$ cat src/rtl/sfw_pkg.sv
package sfw_pkg;

   typedef enum logic {
      ST_IDLE  = 1'b0,
      ST_WRITE = 1'b1
   } wr_state_t;

endpackage

$ cat src/rtl/sfw_sync.sv
module sfw_sync #(
   parameter int             W       = 2,
   parameter int             STAGES  = 2,
   parameter logic [W-1:0]   RST_VAL = '0
) (
   input  logic         clk,
   input  logic         rst,
   input  logic [W-1:0] din,
   output logic [W-1:0] dout
);

   generate
      if (STAGES < 1) begin : g_bad_stages
         $error("sfw_sync: STAGES must be at least 1");
      end
   endgenerate

   logic [STAGES-1:0][W-1:0] stg;

   always_ff @(posedge clk) begin
      if (rst) begin
         stg <= {STAGES{RST_VAL}};
      end else begin
         stg[0] <= din;
         for (int i = 1; i < STAGES; i++) begin
            stg[i] <= stg[i-1];
         end
      end
   end

   assign dout = stg[STAGES-1];

endmodule

$ cat src/rtl/sfw_fifo.sv
module sfw_fifo #(
   parameter int DW    = 32,
   parameter int DEPTH = 16
) (
   input  logic          clk,
   input  logic          rst,
   input  logic          in_valid,
   input  logic [DW-1:0] in_data,
   input  logic          pop,
   output logic [DW-1:0] head,
   output logic          empty,
   output logic          drop
);

   localparam int AW = $clog2(DEPTH);

   generate
      if (DEPTH < 2 || (1 << AW) != DEPTH) begin : g_bad_depth
         $error("sfw_fifo: DEPTH must be a power of two, at least 2");
      end
   endgenerate

   logic [DW-1:0] mem [DEPTH];
   logic [AW-1:0] wp;
   logic [AW-1:0] rp;
   logic [AW:0]   cnt;
   logic          full;
   logic          push;

   assign full  = (cnt == (AW+1)'(DEPTH));
   assign empty = (cnt == '0);
   assign push  = in_valid && !full;
   assign drop  = in_valid && full;
   assign head  = mem[rp];

   always_ff @(posedge clk) begin
      if (rst) begin
         wp  <= '0;
         rp  <= '0;
         cnt <= '0;
      end else begin
         if (push) wp <= wp + 1'b1;
         if (pop)  rp <= rp + 1'b1;
         case ({push, pop})
            2'b10:   cnt <= cnt + 1'b1;
            2'b01:   cnt <= cnt - 1'b1;
            default: cnt <= cnt;
         endcase
      end
   end

   always_ff @(posedge clk) begin
      if (push) mem[wp] <= in_data;
   end

   // occupancy never passes the buffer depth
   a_r8_cnt_bound: assert property (@(posedge clk) disable iff (rst)
      cnt <= (AW+1)'(DEPTH));

   // the controller never pulls from an empty buffer
   a_r3_no_underflow: assert property (@(posedge clk) disable iff (rst)
      pop |-> !empty);

endmodule

$ cat src/rtl/sfw_drop_cnt.sv
module sfw_drop_cnt #(
   parameter int W = 32
) (
   input  logic         clk,
   input  logic         rst,
   input  logic         hit,
   output logic [W-1:0] count
);

   generate
      if (W < 1) begin : g_bad_width
         $error("sfw_drop_cnt: W must be at least 1");
      end
   endgenerate

   always_ff @(posedge clk) begin
      if (rst) begin
         count <= '0;
      end else if (hit && (count != {W{1'b1}})) begin
         count <= count + 1'b1;
      end
   end

   // once saturated the count holds until reset
   a_r9_sat_hold: assert property (@(posedge clk) disable iff (rst)
      (count == {W{1'b1}}) |=> (count == {W{1'b1}}));

   // the count moves by at most one per cycle
   a_r8_single_step: assert property (@(posedge clk) disable iff (rst)
      (count != $past(count)) |-> (count == $past(count) + 1'b1));

endmodule

$ cat src/rtl/sfw_ctrl.sv
module sfw_ctrl
   import sfw_pkg::*;
#(
   parameter int BLOCK_WORDS = 1026,
   parameter int RDY_QUAL    = 2,
   parameter int ADDR_W      = 2
) (
   input  logic              clk,
   input  logic              rst,
   input  logic              run,
   input  logic              mode_block,
   input  logic [ADDR_W-1:0] thread_sel,
   input  logic              rdy_s,
   input  logic              wm_n_s,
   input  logic              fifo_empty,
   output logic              wr_strobe,
   output logic              pkt_end,
   output logic [ADDR_W-1:0] bus_addr
);

   localparam int BW = $clog2(BLOCK_WORDS);
   localparam logic [BW-1:0] LAST_WORD = BW'(BLOCK_WORDS - 1);

   generate
      if (BLOCK_WORDS < 2) begin : g_bad_block
         $error("sfw_ctrl: BLOCK_WORDS must be at least 2");
      end
      if (RDY_QUAL < 1) begin : g_bad_qual
         $error("sfw_ctrl: RDY_QUAL must be at least 1");
      end
   endgenerate

   // ready qualification: a flag must hold for RDY_QUAL cycles
   logic rdy_ok;

   generate
      if (RDY_QUAL > 1) begin : g_qual_cnt
         localparam int QW = $clog2(RDY_QUAL + 1);
         logic [QW-1:0] rdy_cnt;
         always_ff @(posedge clk) begin
            if (rst || !rdy_s) begin
               rdy_cnt <= '0;
            end else if (rdy_cnt != QW'(RDY_QUAL)) begin
               rdy_cnt <= rdy_cnt + 1'b1;
            end
         end
         assign rdy_ok = (rdy_cnt == QW'(RDY_QUAL));
      end else begin : g_qual_direct
         assign rdy_ok = rdy_s;
      end
   endgenerate

   wr_state_t state;
   logic      in_write;
   logic      start;
   logic [BW-1:0] wcnt;

   assign in_write  = (state == ST_WRITE);
   assign start     = !in_write && run && rdy_ok && wm_n_s && !fifo_empty;
   assign wr_strobe = in_write && run && wm_n_s && !fifo_empty;
   assign pkt_end   = wr_strobe && mode_block && (wcnt == LAST_WORD);

   always_ff @(posedge clk) begin
      if (rst) begin
         state    <= ST_IDLE;
         bus_addr <= '0;
      end else begin
         case (state)
            ST_IDLE: begin
               if (start) begin
                  state    <= ST_WRITE;
                  bus_addr <= thread_sel;
               end
            end
            default: begin
               if (!run || !wm_n_s) state <= ST_IDLE;
            end
         endcase
      end
   end

   always_ff @(posedge clk) begin
      if (rst || !run || !mode_block) begin
         wcnt <= '0;
      end else if (wr_strobe) begin
         wcnt <= (wcnt == LAST_WORD) ? '0 : wcnt + 1'b1;
      end
   end

   // every burst begins from a qualified ready flag
   a_r2_start_qualified: assert property (@(posedge clk) disable iff (rst)
      $rose(in_write) |-> $past(rdy_ok));

   // the thread address is held for the whole burst
   a_r7_addr_hold: assert property (@(posedge clk) disable iff (rst)
      (in_write && $past(in_write)) |-> $stable(bus_addr));

   // the block word index stays inside one block
   a_r5_block_range: assert property (@(posedge clk) disable iff (rst)
      wcnt <= LAST_WORD);

endmodule

$ cat src/rtl/sfifo_stream_writer.sv
module sfifo_stream_writer #(
   parameter int DATA_W      = 32,
   parameter int ADDR_W      = 2,
   parameter int FIFO_DEPTH  = 16,
   parameter int BLOCK_WORDS = 1026,
   parameter int WM_WORDS    = 4,
   parameter int SYNC_STAGES = 2,
   parameter int RDY_QUAL    = 2,
   parameter int CNT_W       = 32
) (
   input  logic              clk,
   input  logic              rst,
   input  logic              run,
   input  logic              mode_block,
   input  logic [ADDR_W-1:0] thread_sel,
   input  logic              smp_valid,
   input  logic [DATA_W-1:0] smp_data,
   input  logic              flag_ready,
   input  logic              flag_wm_n,
   output logic [DATA_W-1:0] bus_data,
   output logic              bus_wr,
   output logic              bus_pkt_end,
   output logic [ADDR_W-1:0] bus_addr,
   output logic [CNT_W-1:0]  drop_count
);

   localparam int GW = $clog2(WM_WORDS + SYNC_STAGES + 2) + 1;

   generate
      if (SYNC_STAGES > WM_WORDS) begin : g_bad_budget
         $error("sfifo_stream_writer: flag latency exceeds watermark budget");
      end
   endgenerate

   logic rdy_s;
   logic wm_n_s;
   logic fifo_empty;
   logic fifo_drop;

   sfw_sync #(
      .W       (2),
      .STAGES  (SYNC_STAGES),
      .RST_VAL (2'b00)
   ) u_sync (
      .clk  (clk),
      .rst  (rst),
      .din  ({flag_ready, flag_wm_n}),
      .dout ({rdy_s, wm_n_s})
   );

   sfw_fifo #(
      .DW    (DATA_W),
      .DEPTH (FIFO_DEPTH)
   ) u_fifo (
      .clk      (clk),
      .rst      (rst),
      .in_valid (smp_valid),
      .in_data  (smp_data),
      .pop      (bus_wr),
      .head     (bus_data),
      .empty    (fifo_empty),
      .drop     (fifo_drop)
   );

   sfw_ctrl #(
      .BLOCK_WORDS (BLOCK_WORDS),
      .RDY_QUAL    (RDY_QUAL),
      .ADDR_W      (ADDR_W)
   ) u_ctrl (
      .clk        (clk),
      .rst        (rst),
      .run        (run),
      .mode_block (mode_block),
      .thread_sel (thread_sel),
      .rdy_s      (rdy_s),
      .wm_n_s     (wm_n_s),
      .fifo_empty (fifo_empty),
      .wr_strobe  (bus_wr),
      .pkt_end    (bus_pkt_end),
      .bus_addr   (bus_addr)
   );

   sfw_drop_cnt #(
      .W (CNT_W)
   ) u_drop (
      .clk   (clk),
      .rst   (rst),
      .hit   (fifo_drop),
      .count (drop_count)
   );

   // writes seen since the raw watermark flag went low
   logic [GW-1:0] wm_gap;

   always_ff @(posedge clk) begin
      if (rst || flag_wm_n) begin
         wm_gap <= '0;
      end else if (bus_wr && (wm_gap != {GW{1'b1}})) begin
         wm_gap <= wm_gap + 1'b1;
      end
   end

   // trailing writes after the watermark stay inside the budget
   a_r4_wm_budget: assert property (@(posedge clk) disable iff (rst)
      wm_gap <= GW'(WM_WORDS));

endmodule

$ cat config.mk
export PLATFORM = sky130hd
export DESIGN_NAME = sfifo_stream_writer
export DESIGN_NICKNAME = d
export VERILOG_FILES = /design/src/rtl/sfw_pkg.sv /design/src/rtl/sfw_sync.sv /design/src/rtl/sfw_fifo.sv /design/src/rtl/sfw_drop_cnt.sv /design/src/rtl/sfw_ctrl.sv /design/src/rtl/sfifo_stream_writer.sv
export SDC_FILE = /design/constraint.sdc
export NUM_CORES = 1
export LEC_CHECK = 0
export BUFFER_PORTS_ARGS = -buffer_cell sky130_fd_sc_hd__buf_2
export CAP_MARGIN = 10
export CORE_MARGIN = 4
export CORE_UTILIZATION = 59
export CTS_BUF_LIST = sky130_fd_sc_hd__clkbuf_4
export CTS_CLUSTER_SIZE = 10
export DETAILED_ROUTE_END_ITERATION = 6
export PLACE_DENSITY = 0.77
export SKIP_CTS_REPAIR_TIMING = 1
export SLEW_MARGIN = 40
export SYNTH_ARGS = -nofsm -noshare
export SYNTH_HDL_FRONTEND = slang
export SYNTH_SLANG_ARGS = --single-unit
$ cat constraint.sdc
create_clock -name clk -period 11.2 [get_ports clk]
set_input_delay 2.24 -clock clk [delete_from_list [all_inputs] [get_ports clk]]
set_output_delay 2.24 -clock clk [all_outputs]
set_load 0.05 [all_outputs]
# --- Word-level counts from Yosys, hierarchy flattened ---
# Memories as Yosys holds them, arrays and structs flattened. A register that Yosys moved wholly into a read port is not among the register bits.
# Index checks and enable logic that the tools add are counted.
totals:
  ff_bits: 65
  ramBits: 512
  in_bits: 41
  mem_count: 1
classes:
  n_addsub: 7
  eq_ne: 7
  mux: 9
  bitwise: 1
  n_reduce_logical: 26
mem_list:
  columns: ["name", "words", "width", "read_ports", "rd_ports_with_merged_regs", "wr", "line_no", "source"]
  rows:
  - ["u_fifo.mem", 16, 32, 1, 1, 1, "sfw_fifo.sv:23", "logic [DW-1:0] mem [DEPTH];"]
ops:
  columns: ["operator", "n"]
  rows:
  - ["adder 32 x 1 -> 32 bit, second input constant", 1]
  - ["!= test 32 bit, second input constant", 1]
  - ["logical AND 1 bit", 12]
  - ["adder 11 x 1 -> 11 bit, second input constant", 1]
  - ["equality test 11 bit, second input constant", 1]
  - ["2-to-1 mux 11 bit", 1]
  - ["one-hot mux 5 bit (2 select lines)", 1]
  - ["adder 4 x 1 -> 4 bit, second input constant", 2]
  - ["2-to-1 mux 4 bit", 2]
  - ["logical NOT 1 bit", 7]
  - ["adder 5 x 1 -> 5 bit, second input constant", 1]
  - ["equality test 5 bit, second input constant", 1]
  - ["logical NOT 5 bit", 1]
  - ["2-to-1 mux 1 bit", 5]
  - ["subtractor 5 x 1 -> 5 bit, second input constant", 1]
  - ["equality test 2 bit, second input constant", 2]
  - ["logical OR 1 bit", 4]
  - ["adder 2 x 1 -> 2 bit, second input constant", 1]
  - ["equality test 2 x 1 -> 1 bit, second input constant", 1]
  - ["!= test 2 bit, second input constant", 1]
  - ["AND reduction 2 bit", 1]
  - ["nonzero test 2 bit", 1]
  - ["inverter 1 bit", 1]

# --- Longest topological paths before layout ---
logic_depth:
  depth_word: 7
  mapped_depth: 13

# --- Hierarchy ---
# Synthesis repeated with hierarchy kept, for this count alone.
hier_totals:
  cells_unflattened: 1114
  hier_area_um2: 22859.4
modules_own_cells:
  columns: ["module", "instances", "cells_per_inst", "area_per_inst_um2", "seq_area_each_um2"]
  rows:
  - ["sfw_fifo", 1, 821, 20279.4, 15715.1]
  - ["sfw_drop_cnt", 1, 199, 1674.1, 640.6]
  - ["sfw_ctrl", 1, 84, 785.8, 320.3]
  - ["sfw_sync", 1, 10, 120.1, 80.1]

# --- Worst setup path before layout ---
# OpenSTA, ideal clock, no wires.
synth_timing:
  kind: "input to register"
  from: "input port smp_valid"
  to: "memory u_fifo.mem[3][0] (enable)"
  t_arrival_ns: 5.125
  t_required_ns: 10.739
  path_slack_ns: 5.614
  cell_stages: 3
  n_path_buf: 0
  path_cell_list: "a21boi_1 nand2_1 nor3_1"
synth_via:
  elab_chain_cells: 3
synth_lines:
  columns: ["item", "line_no", "source"]
  rows:
  - ["start: declaration", "sfifo_stream_writer.sv:16", "input logic smp_valid,"]
  - ["logical AND 1 bit", "sfw_fifo.sv:32", "assign push = in_valid && !full;"]
  - ["2-to-1 mux 1 bit", "sfw_fifo.sv:53", "if (push) mem[wp] <= in_data;"]
  - ["2-to-1 mux 1 bit (not written as such)", "sfw_fifo.sv:53", null]
  - ["end: declaration", "sfw_fifo.sv:23", null]
# Every way passes these cells.

==> flow_metrics.py <==
metrics = {
    "status": {
        "outcome": "finished, final reports clean",
    },
    "clock_tree": {
        "tritoncts": "yes",
        "htreeDepth": 4,
        "clock-sinks": 581,
        "path_clk_slew_ps": 60,
        "clockBufferDepth": 3,
        "cts_root_buf": "clkbuf_4",
        "clk_latency_ps": 810,
        "cts_made_buffers": 146,
    },
    "timing": {
        "final_hold_viol_count": 0,
        "worstMarginPinSlew_ps": 745,
        "maxSlewViolCount": 0,
        "fmax_ghz": 0.168,
        "fin_setup_tns_ps": 0,
        "whs_ps": 438,
        "period_share_pct": 53.1,
        "rsz0062_at_grt": "false",
        "relSlewSlack_pct": 50.1,
        "setup_violations": 0,
        "fin_skew_ps": 39.2,
        "min_period_ps": 5950,
    },
    "worst_setup_path": {
        "path_cells": "clkbuf_8 > mux4_2 > mux4_2 > buf_2",
        "path_class": "reg2out",
        "start_kind": "flip-flop",
        "cp_slowest_cell": "dfxtp_4",
        "end_kind": "primary output",
        "critical_path.max_fanout": 55,
        "crit_required_ps": 8960,
        "arrival_ps": 3710,
        "max_stage_delay_ps": 810,
        "crit_top_cell": "mux4_2",
    },
    "logic_synthesis": {
        "netlist.area_leader.share_pct": 68.2,
        "synth_nets": 1164,
        "async_flop_share_pct": 0,
        "yosysWarnings": 0,
        "post_synth_num_cell_types": 50,
        "synth-edff-count": 512,
        "postSynthAreaPerCell_um2": 20.3,
        "synthSimpleGateAreaFrac_pct": 4.55,
        "synth_seq_area_share_pct": 74.3,
        "synth_top_family_by_area": "multiplexers",
        "synth-main-ff-cell": "edfxtp_1",
        "yosys.area_share.adder_pct": 0.666,
        "synth_top_area_cell": "edfxtp_1",
        "synth-seq-cells": 581,
        "synth_xor_area_share_pct": 1.20,
        "syn_area_mm2": 0.0226,
        "syn_inst": 1111,
        "synth.area.top_cells": "edfxtp_1 (68%), mux4_2 (16%), dfxtp_1 (6.1%), nor2_1 (1.0%), xor2_1 (0.97%)",
        "synth_compound_area_share_pct": 1.71,
        "synth.area.mux_share_pct": 16.4,
    },
    "route": {
        "ant_nets": 0,
        "wl_per_cell_um": 23.7,
        "firstDrtPassIters": 5,
        "drc_errors": 0,
        "viasPerCell": 6.01,
        "drt-total-wl_mm": 46.3,
        "vias": 11700,
        "drtIter0Drc": 1030,
    },
    "power_and_ir_drop": {
        "intPower_mw": 3.35,
        "clkPwrFrac_pct": 40.7,
        "power_leakage_nw": 8.35,
        "worst_ir_drop_vdd_uv": 88.3,
        "combPwrFrac_pct": 3.1,
        "p_seq_share_pct": 56.2,
        "power_density_mw_per_mm2": 165,
        "p_switching_mw": 0.894,
        "switching_share_pct": 21.1,
    },
    "place": {
        "gp_congestion": 0.781,
        "dp_cells": 1703,
        "io_buffers": 108,
        "dp_hpwl_mm": 26.4,
    },
    "global_route": {
        "grt_pass1_wl_mm": 71.0,
        "grt_max_degree": 70,
        "groute.usage.overall_pct": 22.8,
        "antenna_found_initial": 4,
        "gr-total-overflow": 0,
        "grt_pass1_vias": 12300,
    },
    "finish": {
        "finalNonFillerCells": 1952,
        "drive_gt1_share_pct": 38.5,
        "fillCellCount": 2499,
        "syn2layout_area_growth_pct": 14.0,
        "fin_nets": 1393,
    },
    "floorplan": {
        "initial_core_util_pct": 59.9,
        "die_x_um": 204,
        "die_y_um": 204,
        "io_pins": 109,
        "core_area_mm2": 0.0377,
        "die_area_mm2": 0.0414,
        "rows": 71,
    },
    "hold_path": {
        "min_path_type": "reg2reg",
    },
    "flow_run": {
        "maxCapViolations": 0,
    },
}
[final timing paths]
check	start	to	slack (ps)	cells past startpoint
worst max-delay path	flip-flop	bus_data[18]	5250	4
worst min-delay path	u_sync.dout[1]	u_ctrl.g_qual_cnt.rdy_cnt[1]	440	2
worst max register to register	u_fifo.cnt[2]	u_fifo.mem[1][16]	8020	5
worst min register to register	u_sync.dout[1]	u_ctrl.g_qual_cnt.rdy_cnt[1]	440	2
[power groups by stage]
stage / clock network (mW) / logic [mW] / registers [mW]
after floorplan: 0 / 0.0773 / 2.43
after global placement: 0 / 0.129 / 2.43
after detailed placement: 0 / 0.133 / 2.43
after CTS: 1.77 / 0.133 / 2.39
after global routing: 1.90 / 0.140 / 2.39
final: 1.73 / 0.132 / 2.39
[metrics by stage]
stage | power [mW] | util [%] | cell area, um^2 | setup WS, ps
CTS | 4.29 | 68.2 | 25700 | 5020
floorplan | 2.51 | - | 22600 | 5610
detailed placement | 2.57 | 63.4 | 23900 | 5590
global placement | 2.56 | 63.2 | 23800 | 5580
finish | 4.25 | 68.3 | 25700 | 5250
global route | 4.42 | 68.2 | 25700 | 4930
[layer usage]
| metal | vias up | routed length (um) | share of wire [%] | track usage (%) |
|---|---|---|---|---|
| li1 | 5145 | - | - | - |
| met1 | 6055 | 18100 | 39 | 31.2 |
| met2 | 466 | 24000 | 52 | 37.8 |
| met3 | 70 | 3320 | 7.2 | 5.20 |
| met4 | 4 | 789 | 1.7 | 6.70 |
| met5 | - | 27 | 0.058 | 0 |
[state kept, by name, summed over array words and instances, names as in the netlist, 4 cells and up, named ones only]
signal / cells
u_fifo.wp: 4
u_drop.count: 32
u_ctrl.wcnt: 11
u_fifo.rp: 4
u_fifo.cnt: 5
u_fifo.mem: 512
[placed cells by master (no fill, tap or decap), types with 21 or more instances in the layout]
cell type / synthesis / final
nand2_1: 25 / 25
dfxtp_1: 69 / 65
mux4_2: 160 / 160
xor2_1: 25 / 25
buf_2: 2 / 108
clkbuf_4: 0 / 214
a21oi_1: 22 / 22
buf_4: 0 / 21
nor2_1: 63 / 51
edfxtp_1: 512 / 512
[cells in the mapped netlist (all sizes together) (2+ instances only)]
| cell type | n |
|---|---|
| o2111ai | 2 |
| a21oi | 22 |
| nand3 | 14 |
| mux2 | 3 |
| nand4 | 18 |
| and2 | 3 |
| mux2i | 6 |
| nor2 | 64 |
| ha | 12 |
| nor2b | 8 |
| o211ai | 5 |
| mux4 | 160 |
| or4 | 6 |
| dfxtp | 69 |
| inv | 9 |
| and3 | 7 |
| edfxtp | 512 |
| and4b | 2 |
| xor2 | 25 |
| a21boi | 2 |
| or3 | 15 |
| a211oi | 2 |
| and4 | 8 |
| o21ai | 16 |
| o31ai | 5 |
| nand2b | 4 |
| nand2 | 25 |
| buf | 20 |
| nor3 | 9 |
| clkbuf | 35 |
| xnor2 | 6 |
| nor4 | 7 |
[final cells by class]
cell class / instances / area, um^2 / area share, %
sequential: 581 / 16800 / 65.2
antenna: 3 / 7.51 / 0.0292
tap: 511 / 639 / 2.49
timing repair buffer: 136 / 796 / 3.10
inverter: 9 / 33.8 / 0.131
clock inverter: 32 / 204 / 0.793
multi-input combinational: 466 / 5660 / 22.0
clock buffer: 214 / 1610 / 6.25
[logic make-up after synthesis]
logic type	count (synthesis)
and+or+nand+nor	193
xor gates and xnor gates	31
DFF	581
adders and majority gates	12
muxes	169
AOI/OAI and AO/OA	61
buffers and inverters	64
[critical path, delay by kind of cell (launching register included)]
| family | cells | cell delay [ps] |
|---|---|---|
| muxes | 2 | 1130 |
| buffers and inverters | 2 | 940 |
| DFF | 1 | 810 |
Power figures use the tool's default switching activity.
